File: config.mk
export PLATFORM = sky130hd
export DESIGN_NAME = snoop_result_combiner
export DESIGN_NICKNAME = d
export VERILOG_FILES = /design/src/rtl/snoop_comb_pkg.sv /design/src/rtl/snoop_phase_timer.sv /design/src/rtl/snoop_reply_collect.sv /design/src/rtl/snoop_result_combiner.sv
export SDC_FILE = /design/constraint.sdc
export NUM_CORES = 1
export LEC_CHECK = 0
export ABC_AREA = 1
export ABC_CLOCK_PERIOD_IN_PS = 3300
export BUFFER_PORTS_ARGS = -buffer_cell sky130_fd_sc_hd__buf_2
export CAP_MARGIN = 20
export CORE_ASPECT_RATIO = 0.75
export CORE_MARGIN = 5
export CORE_UTILIZATION = 52
export DETAILED_ROUTE_END_ITERATION = 8
export HOLD_SLACK_MARGIN = 0.1
export PLACE_DENSITY_LB_ADDON = 0.12
export RECOVER_POWER = 100
export SYNTH_ARGS = -nofsm -noshare
export SYNTH_HDL_FRONTEND = slang
export SYNTH_SLANG_ARGS = --single-unit
export TNS_END_PERCENT = 5
File: constraint.sdc
create_clock -name clk -period 3.3 [get_ports clk]
set_input_delay 0.33 -clock clk [delete_from_list [all_inputs] [get_ports clk]]
set_output_delay 0.33 -clock clk [all_outputs]
set_load 0.01 [all_outputs]
File: src/rtl/snoop_comb_pkg.sv
package snoop_comb_pkg;

  // Phase tracker state: idle, or an open phase in one of the two timing modes.
  typedef enum logic [1:0] {
    PH_IDLE  = 2'd0,
    PH_FIXED = 2'd1,
    PH_VAR   = 2'd2
  } phase_e;

  function automatic int unsigned max_of(input int unsigned a, input int unsigned b);
    return (a > b) ? a : b;
  endfunction

endpackage

File: src/rtl/snoop_phase_timer.sv
module snoop_phase_timer
  import snoop_comb_pkg::*;
#(
  parameter int unsigned FIX_DLY = 3,
  parameter int unsigned TIMEOUT = 12
) (
  input  logic clk,
  input  logic rst_n,
  input  logic start,
  input  logic run,
  output logic fix_hit,
  output logic tmo_hit
);

  localparam int unsigned MAXV = max_of(FIX_DLY, TIMEOUT);
  localparam int unsigned CW   = $clog2(MAXV + 1);
  localparam logic [CW-1:0] FIX_LAST = CW'(FIX_DLY - 1);
  localparam logic [CW-1:0] TMO_LAST = CW'(TIMEOUT - 1);
  localparam logic [CW-1:0] CNT_TOP  = CW'(MAXV);

  logic [CW-1:0] cnt_q, cnt_d;
  logic          cnt_en;

  // Edge k after the accepting edge sees cnt_q == k-1.
  always_comb begin
    cnt_en = start | run;
    cnt_d  = cnt_q;
    if (start) begin
      cnt_d = '0;
    end else if (run && (cnt_q != CNT_TOP)) begin
      cnt_d = cnt_q + 1'b1;
    end
  end

  always_ff @(posedge clk or negedge rst_n) begin
    if (!rst_n) begin
      cnt_q <= '0;
    end else if (cnt_en) begin
      cnt_q <= cnt_d;
    end
  end

  assign fix_hit = run && (cnt_q == FIX_LAST);
  assign tmo_hit = run && (cnt_q == TMO_LAST);

  // The counter saturates and never wraps past its top value (R5 window).
  p_cnt_bound_r5: assert property (@(posedge clk) disable iff (!rst_n)
    cnt_q <= CNT_TOP);

  // A fresh start always restarts the count at zero (R3 latency origin).
  p_restart_r3: assert property (@(posedge clk) disable iff (!rst_n)
    start |=> (cnt_q == '0));

endmodule

File: src/rtl/snoop_reply_collect.sv
module snoop_reply_collect #(
  parameter int unsigned NUM_AGENTS = 4
) (
  input  logic                  clk,
  input  logic                  rst_n,
  input  logic                  clear,
  input  logic                  cap_all,
  input  logic                  watch,
  input  logic [NUM_AGENTS-1:0] done_i,
  input  logic [NUM_AGENTS-1:0] shared_i,
  input  logic [NUM_AGENTS-1:0] dirty_i,
  output logic                  sh_now,
  output logic                  dt_now,
  output logic                  all_now
);

  logic [NUM_AGENTS-1:0] rep_q, rep_d;
  logic [NUM_AGENTS-1:0] sh_q, sh_d;
  logic [NUM_AGENTS-1:0] dt_q, dt_d;
  logic [NUM_AGENTS-1:0] take;
  logic [NUM_AGENTS-1:0] fresh;

  for (genvar g = 0; g < NUM_AGENTS; g++) begin : g_agent
    logic en;

    always_comb begin
      fresh[g] = watch & done_i[g] & ~rep_q[g];
      take[g]  = cap_all | fresh[g];
      en       = clear | take[g];
      if (clear) begin
        rep_d[g] = 1'b0;
        sh_d[g]  = 1'b0;
        dt_d[g]  = 1'b0;
      end else begin
        rep_d[g] = rep_q[g] | fresh[g];
        sh_d[g]  = take[g] ? shared_i[g] : sh_q[g];
        dt_d[g]  = take[g] ? dirty_i[g]  : dt_q[g];
      end
    end

    always_ff @(posedge clk or negedge rst_n) begin
      if (!rst_n) begin
        rep_q[g] <= 1'b0;
        sh_q[g]  <= 1'b0;
        dt_q[g]  <= 1'b0;
      end else if (en) begin
        rep_q[g] <= rep_d[g];
        sh_q[g]  <= sh_d[g];
        dt_q[g]  <= dt_d[g];
      end
    end
  end

  // Combined view including replies arriving this cycle.
  assign sh_now  = |sh_d;
  assign dt_now  = |dt_d;
  assign all_now = &rep_d;

  // Once an agent has reported, it stays reported until the next phase.
  p_once_r4: assert property (@(posedge clk) disable iff (!rst_n)
    !clear |=> ((rep_q & $past(rep_q)) == $past(rep_q)));

  // A reported agent's captured values are frozen while watching.
  p_frozen_r4: assert property (@(posedge clk) disable iff (!rst_n)
    (!clear && !cap_all) |=> ((sh_q & $past(rep_q)) == ($past(sh_q) & $past(rep_q))));

endmodule

File: src/rtl/snoop_result_combiner.sv
module snoop_result_combiner
  import snoop_comb_pkg::*;
#(
  parameter int unsigned NUM_AGENTS = 4,
  parameter int unsigned FIX_DLY    = 3,
  parameter int unsigned TIMEOUT    = 12
) (
  input  logic                  clk,
  input  logic                  rst_n,
  input  logic                  addr_phase,
  input  logic                  var_mode,
  input  logic [NUM_AGENTS-1:0] snp_shared,
  input  logic [NUM_AGENTS-1:0] snp_dirty,
  input  logic [NUM_AGENTS-1:0] snp_done,
  output logic                  comb_shared,
  output logic                  comb_inhibit,
  output logic                  snoop_valid,
  output logic                  mem_respond,
  output logic                  timed_out,
  output logic                  busy
);

  phase_e state_q, state_d;
  logic   accept, open_ph, strobe, forced;
  logic   fix_hit, tmo_hit;
  logic   sh_now, dt_now, all_now;
  logic   valid_q, resp_q, tmo_q, sh_q, dt_q;
  logic   valid_d, resp_d, tmo_d;

  assign open_ph = (state_q != PH_IDLE);
  assign accept  = (state_q == PH_IDLE) & addr_phase;

  snoop_phase_timer #(
    .FIX_DLY (FIX_DLY),
    .TIMEOUT (TIMEOUT)
  ) timer_i (
    .clk     (clk),
    .rst_n   (rst_n),
    .start   (accept),
    .run     (open_ph),
    .fix_hit (fix_hit),
    .tmo_hit (tmo_hit)
  );

  snoop_reply_collect #(
    .NUM_AGENTS (NUM_AGENTS)
  ) collect_i (
    .clk      (clk),
    .rst_n    (rst_n),
    .clear    (accept),
    .cap_all  ((state_q == PH_FIXED) & fix_hit),
    .watch    (state_q == PH_VAR),
    .done_i   (snp_done),
    .shared_i (snp_shared),
    .dirty_i  (snp_dirty),
    .sh_now   (sh_now),
    .dt_now   (dt_now),
    .all_now  (all_now)
  );

  // Next-state and strobe decision.
  always_comb begin
    strobe  = 1'b0;
    forced  = 1'b0;
    state_d = state_q;
    unique case (state_q)
      PH_IDLE: begin
        if (addr_phase) state_d = var_mode ? PH_VAR : PH_FIXED;
      end
      PH_FIXED: begin
        strobe = fix_hit;
      end
      PH_VAR: begin
        strobe = all_now | tmo_hit;
        forced = tmo_hit & ~all_now;
      end
      default: state_d = PH_IDLE;
    endcase
    if (strobe) state_d = PH_IDLE;
    valid_d = strobe;
    resp_d  = strobe & ~dt_now;
    tmo_d   = forced;
  end

  always_ff @(posedge clk or negedge rst_n) begin
    if (!rst_n) begin
      state_q <= PH_IDLE;
      valid_q <= 1'b0;
      resp_q  <= 1'b0;
      tmo_q   <= 1'b0;
    end else begin
      state_q <= state_d;
      valid_q <= valid_d;
      resp_q  <= resp_d;
      tmo_q   <= tmo_d;
    end
  end

  always_ff @(posedge clk or negedge rst_n) begin
    if (!rst_n) begin
      sh_q <= 1'b0;
      dt_q <= 1'b0;
    end else if (strobe) begin
      sh_q <= sh_now;
      dt_q <= dt_now;
    end
  end

  assign comb_shared  = sh_q;
  assign comb_inhibit = dt_q;
  assign snoop_valid  = valid_q;
  assign mem_respond  = resp_q;
  assign timed_out    = tmo_q;
  assign busy         = open_ph;

  // Memory only responds in a strobe cycle with no dirty holder.
  p_resp_gate_r6: assert property (@(posedge clk) disable iff (!rst_n)
    mem_respond |-> (snoop_valid && !comb_inhibit));

  // A clean strobe always lets memory respond.
  p_resp_clean_r6: assert property (@(posedge clk) disable iff (!rst_n)
    (snoop_valid && !comb_inhibit) |-> mem_respond);

  // The strobe is a single-cycle pulse.
  p_valid_pulse_r9: assert property (@(posedge clk) disable iff (!rst_n)
    snoop_valid |=> !snoop_valid);

  // Combined values only move at a strobe.
  p_hold_r9: assert property (@(posedge clk) disable iff (!rst_n)
    !snoop_valid |-> ($stable(comb_shared) && $stable(comb_inhibit)));

  // Timeout flag only accompanies a strobe.
  p_tmo_strobe_r5: assert property (@(posedge clk) disable iff (!rst_n)
    timed_out |-> snoop_valid);

  // A phase opens only from an offered address phase.
  p_open_r7: assert property (@(posedge clk) disable iff (!rst_n)
    $rose(busy) |-> $past(addr_phase));

  // The strobe closes the open phase.
  p_close_r7: assert property (@(posedge clk) disable iff (!rst_n)
    snoop_valid |-> (!busy && $past(busy)));

endmodule

==> results of run 1 <==
power by group:
part,internal (W),switching (W)
registers,0.000372,0.0000537
clock network,0.0000453,0.0000874
logic,0.000142,0.000268
per-layer routing:
| metal | wire, microns | up-vias |
|---|---|---|
| li1 | - | 526 |
| met1 | 1280 | 456 |
| met2 | 1020 | 22 |
| met3 | 143 | 2 |
| met4 | 9 | 0 |
| met5 | 0 | - |
placed cells by master, fill, tap and decap left out:
cell,netlist,layout
sky130_fd_sc_hd__o21ai_0,5,6
sky130_fd_sc_hd__nand4_2,2,2
sky130_fd_sc_hd__clkinv_2,0,1
sky130_fd_sc_hd__clkinv_1,0,1
sky130_fd_sc_hd__dfrtp_1,23,23
sky130_fd_sc_hd__inv_1,24,25
sky130_fd_sc_hd__ha_1,6,6
sky130_fd_sc_hd__clkbuf_4,0,3
sky130_fd_sc_hd__a21boi_0,1,1
sky130_fd_sc_hd__nor2_2,6,5
sky130_fd_sc_hd__buf_2,1,14
sky130_fd_sc_hd__xor2_1,1,1
sky130_fd_sc_hd__or2_2,1,1
sky130_fd_sc_hd__nor2_1,11,12
sky130_fd_sc_hd__a21oi_1,1,1
sky130_fd_sc_hd__inv_2,3,1
sky130_fd_sc_hd__nand2_2,9,4
sky130_fd_sc_hd__nand4_1,6,6
sky130_fd_sc_hd__nand3b_1,2,2
sky130_fd_sc_hd__nand2_1,36,41
sky130_fd_sc_hd__dlygate4sd3_1,0,1
sky130_fd_sc_hd__xnor2_1,1,1
sky130_fd_sc_hd__nand3_2,1,1
sky130_fd_sc_hd__clkbuf_1,0,7
sky130_fd_sc_hd__a31oi_1,2,2
sky130_fd_sc_hd__nand3_1,10,10
logic make-up (layout without fill, tap and decap cells):
logic type | Yosys count | after routing | share of synthesized area, %
compound gates | 10 | 10 | 4.60
xor+xnor | 2 | 2 | 1.37
fa+ha+maj | 6 | 6 | 5.88
buf+inv | 31 | 53 | 10.7
flops | 23 | 23 | 45.1
simple gates | 84 | 84 | 32.4
state kept, by name, summed over array words and instances, names as in the netlist:
register         count
collect_i.rep_q      4
timer_i.cnt_q        4
collect_i.sh_q       4
timed_out            1
collect_i.dt_q       4
mem_respond          1
comb_inhibit         1
snoop_valid          1
state_q              2
comb_shared          1
synthesized netlist by cell type:
cell type / n / area, sq um
sky130_fd_sc_hd__or2_2: 1 / 6.26
sky130_fd_sc_hd__ha_1: 6 / 75.1
sky130_fd_sc_hd__xor2_1: 1 / 8.76
sky130_fd_sc_hd__nand2_2: 9 / 56.3
sky130_fd_sc_hd__nand3_1: 10 / 50.1
sky130_fd_sc_hd__nand4_1: 6 / 37.5
sky130_fd_sc_hd__buf_4: 1 / 7.51
sky130_fd_sc_hd__nor2_1: 11 / 41.3
sky130_fd_sc_hd__nand3_2: 1 / 10.0
sky130_fd_sc_hd__nand4_2: 2 / 25.0
sky130_fd_sc_hd__dfrtp_1: 23 / 576
sky130_fd_sc_hd__o21ai_2: 1 / 8.76
sky130_fd_sc_hd__buf_6: 2 / 22.5
sky130_fd_sc_hd__xnor2_1: 1 / 8.76
sky130_fd_sc_hd__inv_2: 3 / 11.3
sky130_fd_sc_hd__nand3b_1: 2 / 15.0
sky130_fd_sc_hd__inv_1: 24 / 90.1
sky130_fd_sc_hd__a21boi_0: 1 / 7.51
sky130_fd_sc_hd__a21oi_1: 1 / 5.00
sky130_fd_sc_hd__a31oi_1: 2 / 12.5
sky130_fd_sc_hd__o21ai_0: 5 / 25.0
sky130_fd_sc_hd__buf_2: 1 / 5.00
sky130_fd_sc_hd__nand2_1: 36 / 135
sky130_fd_sc_hd__nor2_2: 6 / 37.5
stage by stage:
step | util [%] | hold WS, ns | total power, W
final | 60.2 | 0.265 | 0.000969
after global routing | 60.2 | 0.256 | 0.00106
after floorplan | - | 0.0344 | 0.000769
after detailed placement | 59.7 | 0.340 | 0.000867
after global placement | 59.7 | 0.332 | 0.000853
after CTS | 61.3 | 0.260 | 0.00100
worst max-delay path, cell delays in order (launching register included):
cell and delay [ns]:
sky130_fd_sc_hd__dfrtp_1 0.42, sky130_fd_sc_hd__inv_1 0.10, sky130_fd_sc_hd__ha_1 0.22, sky130_fd_sc_hd__nand2_1 0.36, sky130_fd_sc_hd__inv_1 0.42, sky130_fd_sc_hd__nor2_1 0.07, sky130_fd_sc_hd__nand2_1 0.07, sky130_fd_sc_hd__nand2_1 0.07
sky130_fd_sc_hd__nor2_1 0.13, sky130_fd_sc_hd__nand2_2 0.07, sky130_fd_sc_hd__nand2_1 0.05, sky130_fd_sc_hd__nand2_1 0.05
final cells by class:
| cell class | count | area, sq um |
|---|---|---|
| Fill cell | 230 | 927 |
| Sequential cell | 23 | 576 |
| Multi-Input combinational cell | 102 | 547 |
| Timing Repair Buffer | 22 | 106 |
| Inverter | 27 | 101 |
| Tap cell | 34 | 42.5 |
| Clock buffer | 3 | 22.5 |
| Clock inverter | 1 | 5.00 |
how the worst min path moves through the flow:
stage          startpoint                 to  slack, ns  cells past startpoint
3_3_place_gp        rst_n   timer_i.cnt_q[1]       0.33                      1
5_1_grt          var_mode         state_q[1]       0.26                      3
3_5_place_dp        rst_n   timer_i.cnt_q[1]       0.34                      1
6_report         var_mode         state_q[0]       0.26                      3
4_1_cts          var_mode         state_q[0]       0.26                      3
2_1_floorplan       rst_n  collect_i.dt_q[0]       0.03                      0
timing repair:
action | in CTS | in global routing
hold buffers | 1 | 0
resized for setup | 0 | 0
hold endpoints to repair | 23 | 0
==> out/summary.json, run 1 <==
{
  "i_o_pins": {"value": 22},
  "layoutNonFillerInstCount": {"value": 212},
  "layout-area-overhead-vs-synth": {"value": 9.60, "unit": "%"},
  "arrival": {"value": 2.36, "unit": "ns"},
  "grt_util_met3": {"value": 5.10, "unit": "%"},
  "end_kind": {"value": "flop"},
  "numCtsBuffers": {"value": 3},
  "global_route.peak_usage_layer": {"value": "met2"},
  "hp-class": {"value": "in -> reg"},
  "worst-setup-path-type": {"value": "reg -> reg"},
  "routed_via_density": {"value": 4.75},
  "drcViolationCount": {"value": 0},
  "power.static_leakage": {"value": 0.804, "unit": "nW"},
  "postCtsSetupRepairBufs": {"value": 0},
  "start_util": {"value": 54.9, "unit": "%"},
  "wirelength": {"value": 2450, "unit": "microns"},
  "dr.first_iter.drc_count": {"value": 48},
  "required": {"value": 3.52, "unit": "ns"},
  "critical_path.startpoint_type": {"value": "flop"},
  "pre_cts_worst_setup_slack": {"value": 1.49, "unit": "ns"},
  "io_buffer_count": {"value": 21},
  "fp-row-count": {"value": 15},
  "grt_antenna_before_repair": {"value": 0},
  "postRouteAntennaNets": {"value": 0},
  "postSynthNetCount": {"value": 178},
  "die_w": {"value": 67.2, "unit": "microns"},
  "gp_congestion": {"value": 0.842},
  "synthesized_flop_and_latch_total": {"value": 23},
  "power_per_cell_area": {"value": 692, "unit": "nW/um^2"},
  "die_area": {"value": 3560, "unit": "sq um"},
  "dpl.cell_count": {"value": 207},
  "clockRootBuffer": {"value": "sky130_fd_sc_hd__clkbuf_4"},
  "hold_viol_final": {"value": 0},
  "fin_crit_sh": {"value": 64.8, "unit": "%"},
  "period_minus_slack": {"value": 2.14, "unit": "ns"},
  "clock.fmax": {"value": 467, "unit": "MHz"},
  "grt_start_max_net_pins": {"value": 24},
  "worstRegToRegCells": {"value": 11},
  "setup-violations-final": {"value": 0},
  "num_antenna_cells": {"value": 0},
  "critPathLaunch": {"value": "state_q[1]"},
  "tritoncts_sinks": {"value": 23},
  "run_status": {"value": "completed"},
  "slew_headroom": {"value": 15.7, "unit": "%"},
  "worstPathMaxFanout": {"value": 15},
  "cts.htree.levels": {"value": 1},
  "postSynthAreaPerCell": {"value": 8.19, "unit": "sq um"},
  "cts_tree": {"value": "yes"},
  "max_slew.worst_pin.slew": {"value": 1.26, "unit": "ns"},
  "first_global_vias": {"value": 931},
  "wire_per_inst": {"value": 11.6, "unit": "microns"},
  "place_area": {"value": 1390, "unit": "sq um"},
  "postLayoutCellArea": {"value": 1400, "unit": "sq um"},
  "groute.usage.overall": {"value": 15.4, "unit": "%"},
  "clock_tree_buf_depth": {"value": 2},
  "die_y": {"value": 52.9, "unit": "microns"},
  "rsz_0062_raised_after_global_routing": {"value": "false"},
  "postSynthCellCount": {"value": 156},
  "grt_use_met1": {"value": 22.3, "unit": "%"},
  "drt_pre_antenna_iters": {"value": 4},
  "layout_setup_ws": {"value": 1.16, "unit": "ns"},
  "max-cap-violations": {"value": 0},
  "final_max_slew_viol_count": {"value": 0},
  "grt.overflow.total": {"value": 0},
  "core_region_area": {"value": 2330, "unit": "sq um"},
  "worstSetupEndpoint": {"value": "comb_inhibit"},
  "synthesis.area": {"value": 1280, "unit": "sq um"},
  "crit-reg2reg-launch": {"value": "state_q[1]"},
  "worst_setup_hold_path_clk_slew": {"value": 0.12, "unit": "ns"},
  "setup_skew": {"value": 0.00551, "unit": "ns"},
  "ys_types": {"value": 24},
  "num-nets-final": {"value": 201},
  "layout-drive-gt1-share": {"value": 18.0, "unit": "%"},
  "peakVddDrop": {"value": 0.000337, "unit": "V"},
  "worstReg2RegEnd": {"value": "comb_inhibit"},
  "setup.reg_to_reg.worst_slack": {"value": 1.16, "unit": "ns"},
  "vias": {"value": 1006},
  "synth-seq-area-share": {"value": 45.1, "unit": "%"},
  "yosys_warns": {"value": 0},
  "clk-insertion-delay-late": {"value": 0.31, "unit": "ns"},
  "finalSetupTns": {"value": 0, "unit": "ns"},
  "grt_first_pass_wirelength": {"value": 4130, "unit": "microns"},
  "place_hpwl": {"value": 1860, "unit": "microns"},
  "gr-usage-met2": {"value": 23.0, "unit": "%"}
}
(Power assumes the default switching activity.)
==> inputs of run 2 (changes only) <==
--- a/config.mk
+++ b/config.mk
@@ -5,8 +5,8 @@
 export SDC_FILE = /design/constraint.sdc
 export NUM_CORES = 1
 export LEC_CHECK = 0
-export ABC_AREA = 1
-export ABC_CLOCK_PERIOD_IN_PS = 3300
+export ABC_AREA = 0
+export ABC_CLOCK_PERIOD_IN_PS = 2000
 export BUFFER_PORTS_ARGS = -buffer_cell sky130_fd_sc_hd__buf_2
 export CAP_MARGIN = 20
 export CORE_ASPECT_RATIO = 0.75
==> constraint.sdc (replaced) <==
create_clock -name clk -period 2 [get_ports clk]
set_input_delay 0.2 -clock clk [delete_from_list [all_inputs] [get_ports clk]]
set_output_delay 0.2 -clock clk [all_outputs]
set_load 0.01 [all_outputs]
==> run 2 against run 1 <==
  * The flow now finishes with violations (negative setup slack)
  * Routed wire length is 7.0% higher
  * Setup slack worse by 1.2 ns
  * Worst hold slack worse by 0.13 ns
  * Cell count is 9.9% lower
  * Critical path depth is 4 lower
  * Combinational power grew to 2.6 times the previous value
==> out/summary.json, run 2 <==
{
  "clk-insertion-delay-late": {"value": 0.31, "unit": "ns"},
  "max-cap-violations": {"value": 0},
  "postSynth.topFlopCell": {"value": "sky130_fd_sc_hd__dfrtp_1"},
  "power.static_leakage": {"value": 0.810, "unit": "nW"},
  "synth-seq-area-share": {"value": 47.8, "unit": "%"},
  "m1WireLength": {"value": 1240, "unit": "microns"},
  "grt_first_pass_wirelength": {"value": 4610, "unit": "microns"},
  "routed_via_density": {"value": 5.35},
  "run_status": {"value": "finished, violations left"},
  "worstReg2RegEnd": {"value": "comb_shared"},
  "crit-reg2reg-launch": {"value": "timer_i.cnt_q[0]"},
  "die_w": {"value": 65.6, "unit": "microns"},
  "postSynthAreaPerCell": {"value": 10.2, "unit": "sq um"},
  "clock.fmax": {"value": 482, "unit": "MHz"},
  "whs": {"value": 0.139, "unit": "ns"},
  "place_hpwl": {"value": 2010, "unit": "microns"},
  "final_max_slew_viol_count": {"value": 0},
  "numCtsBuffers": {"value": 3},
  "setup-violations-final": {"value": 2},
  "synthArstFlopShare": {"value": 100, "unit": "%"},
  "setup.reg_to_reg.worst_slack": {"value": -0.07, "unit": "ns"},
  "max_slew.worst_pin.slew": {"value": 1.23, "unit": "ns"},
  "dr.first_iter.drc_count": {"value": 74},
  "end_kind": {"value": "flop"},
  "period_minus_slack": {"value": 2.07, "unit": "ns"},
  "count_of_fill_cells_added_during_filler_insertion": {"value": 169},
  "clkPwrFrac": {"value": 10.7, "unit": "%"},
  "num_antenna_cells": {"value": 0},
  "fp-row-count": {"value": 15},
  "clock_tree_buf_depth": {"value": 2},
  "power_frac_comb": {"value": 53.5, "unit": "%"},
  "grt_start_max_net_pins": {"value": 24},
  "start_util": {"value": 53.4, "unit": "%"},
  "cellInternalPower": {"value": 0.00123, "unit": "W"},
  "synth_area_leader_cell": {"value": "sky130_fd_sc_hd__dfrtp_1"},
  "grt.overflow.total": {"value": 0},
  "vias": {"value": 1021},
  "peakVddDrop": {"value": 0.000793, "unit": "V"},
  "core_region_area": {"value": 2250, "unit": "sq um"},
  "clockRootBuffer": {"value": "sky130_fd_sc_hd__clkbuf_4"},
  "groute.usage.overall": {"value": 18.0, "unit": "%"},
  "synthesis.area": {"value": 1200, "unit": "sq um"},
  "mostFrequentLayoutCells": {"value": "sky130_fd_sc_hd__dfrtp_1, sky130_fd_sc_hd__buf_4, sky130_fd_sc_hd__nand2_1"},
  "pre_cts_worst_setup_slack": {"value": -0.123, "unit": "ns"},
  "drcViolationCount": {"value": 0},
  "io_buffer_count": {"value": 21},
  "violations": {"value": "negative setup slack"},
  "fin_crit_sh": {"value": 104, "unit": "%"},
  "layout_setup_ws": {"value": -0.0733, "unit": "ns"},
  "met2_length": {"value": 1230, "unit": "microns"},
  "first_global_vias": {"value": 1041},
  "number_of_flops_mapped_to_enable_cells_by_yosys": {"value": 0},
  "postSynthNetCount": {"value": 140},
  "synthesized_flop_and_latch_total": {"value": 23},
  "timing.hold.worst_endpoint": {"value": "collect_i.sh_q[2]"},
  "die_area": {"value": 3390, "unit": "sq um"},
  "ys_top_cells_by_count": {"value": "sky130_fd_sc_hd__dfrtp_1, sky130_fd_sc_hd__nand2_1, sky130_fd_sc_hd__inv_1"},
  "routed-wl-met3": {"value": 141, "unit": "microns"},
  "required": {"value": 2.20, "unit": "ns"},
  "i_o_pins": {"value": 22},
  "synth_top_cell_area_share": {"value": 47.8, "unit": "%"},
  "worstHoldStart": {"value": "snp_shared[2]"},
  "worst_setup_hold_path_clk_slew": {"value": 0.13, "unit": "ns"},
  "top_routing_layer_used": {"value": "met4"},
  "power_per_cell_area": {"value": 1220, "unit": "nW/um^2"},
  "slew_headroom": {"value": 18.0, "unit": "%"},
  "grt_antenna_before_repair": {"value": 0},
  "top_count_cell_post_synth": {"value": "sky130_fd_sc_hd__dfrtp_1"},
  "hp-class": {"value": "in -> reg"},
  "share_seq_of_total_power": {"value": 35.8, "unit": "%"},
  "wire_per_inst": {"value": 13.8, "unit": "microns"},
  "tritoncts_sinks": {"value": 23},
  "setup_skew": {"value": 0.00915, "unit": "ns"},
  "cts.htree.levels": {"value": 1},
  "wirelength": {"value": 2630, "unit": "microns"},
  "net-switching-power": {"value": 0.000729, "unit": "W"},
  "cts_tree": {"value": "yes"},
  "hold_path_depth": {"value": 3},
  "netlist_top_cells_area": {"value": "sky130_fd_sc_hd__dfrtp_1, sky130_fd_sc_hd__nand2_1, sky130_fd_sc_hd__mux2i_1"},
  "die_y": {"value": 51.7, "unit": "microns"},
  "critical_path.startpoint_type": {"value": "flop"},
  "gp_congestion": {"value": 0.860},
  "postSynthCellCount": {"value": 118},
  "rsz_0062_raised_after_global_routing": {"value": "true"},
  "worstPathMaxFanout": {"value": 5},
  "sw_frac_of_total": {"value": 37.3, "unit": "%"},
  "layout-drive-gt1-share": {"value": 34.9, "unit": "%"},
  "num-nets-final": {"value": 189},
  "worstRegToRegCells": {"value": 7},
  "yosys_warns": {"value": 0},
  "postRouteAntennaNets": {"value": 0},
  "ys_types": {"value": 33},
  "drt_pre_antenna_iters": {"value": 4},
  "hold_viol_final": {"value": 0},
  "arrival": {"value": 2.27, "unit": "ns"},
  "layout-area-overhead-vs-synth": {"value": 33.6, "unit": "%"},
  "worst-setup-path-type": {"value": "reg -> reg"}
}
## run 2: changes by cell type after synthesis, sizes merged, moves of 4 or more
cell / previous run / this run
nand4: 8 / 0
nand2: 45 / 22
and2: 0 / 4
mux2i: 0 / 8
inv: 27 / 9
nand3: 11 / 3
nor2: 17 / 8
a21oi: 1 / 5
## run 2: layout make-up
type / instances / area, sq um / area share [%]
Tap cell: 25 / 31.3 / 1.95
Clock inverter: 1 / 5.00 / 0.311
Inverter: 9 / 33.8 / 2.10
Timing Repair Buffer: 47 / 302 / 18.8
Sequential cell: 23 / 576 / 35.8
Clock buffer: 3 / 22.5 / 1.40
Multi-Input combinational cell: 83 / 638 / 39.7
## run 2: through the flow
step                std cells  power (W)  instance area [sq um]  utilization, %  TNS [ns]
global route              191    0.00213                   1610            71.4    -0.308
detailed placement        184    0.00165                   1500            66.4    -0.291
global placement          184    0.00161                   1500            66.4    -0.237
CTS                       191    0.00197                   1610            71.3    -0.167
finish                    191    0.00196                   1610            71.4   -0.0760
floorplan                 118    0.00124                   1200               -    -0.177
## run 2: critical path: stages, from the launching register on
cell and delay [ns]:
sky130_fd_sc_hd__dfrtp_1 0.37, sky130_fd_sc_hd__inv_1 0.06, sky130_fd_sc_hd__ha_1 0.20, sky130_fd_sc_hd__and4bb_4 0.24
sky130_fd_sc_hd__a2bb2oi_4 0.15, sky130_fd_sc_hd__mux2_4 0.32, sky130_fd_sc_hd__a2111o_1 0.38, sky130_fd_sc_hd__mux2_4 0.26
## run 2: what timing repair did
| action | CTS | global route |
|---|---|---|
| setup buffers | 1 | 0 |
| gates resized for setup | 10 | 4 |
| hold buffers | 2 | 0 |
| hold endpoints to repair | 24 | 0 |
| setup endpoints to repair | 5 | 5 |
| pin swaps | 2 | 5 |
## run 2: power by group through the flow
stage / clock network (W) / logic [W] / registers, W
floorplan: 0 / 0.000534 / 0.000707
global placement: 0 / 0.000916 / 0.000697
detailed placement: 0 / 0.000945 / 0.000704
CTS: 0.000226 / 0.00104 / 0.000699
global route: 0.000249 / 0.00116 / 0.000717
finish: 0.000210 / 0.00105 / 0.000700
## run 2: cells by family after synthesis
kind of cell / synth area share, %
buffers and inverters: 4.16
and+or+nand+nor: 16.3
DFF: 47.8
xor gates and xnor gates: 0.728
AOI/OAI and AO/OA: 14.7
muxes: 10.1
adders and majority gates: 6.24
## run 2: per-layer routing
metal	up-vias	track usage, %
met1	484	23.8
met5	-	0
met4	0	4.14
met3	2	5.62
met2	24	28.9
li1	511	-
## run 2: worst max path at each step
stage                          start      endpoint  slack [ns]  depth (start not counted)
floorplan                 state_q[0]  comb_inhibit       -0.07                          8
global placement          state_q[1]   comb_shared       -0.12                          7
detailed placement        state_q[0]   comb_shared       -0.12                          7
CTS                       state_q[0]   comb_shared       -0.06                          6
global route              state_q[0]  comb_inhibit       -0.11                         10
finish              timer_i.cnt_q[0]   comb_shared       -0.07                          7
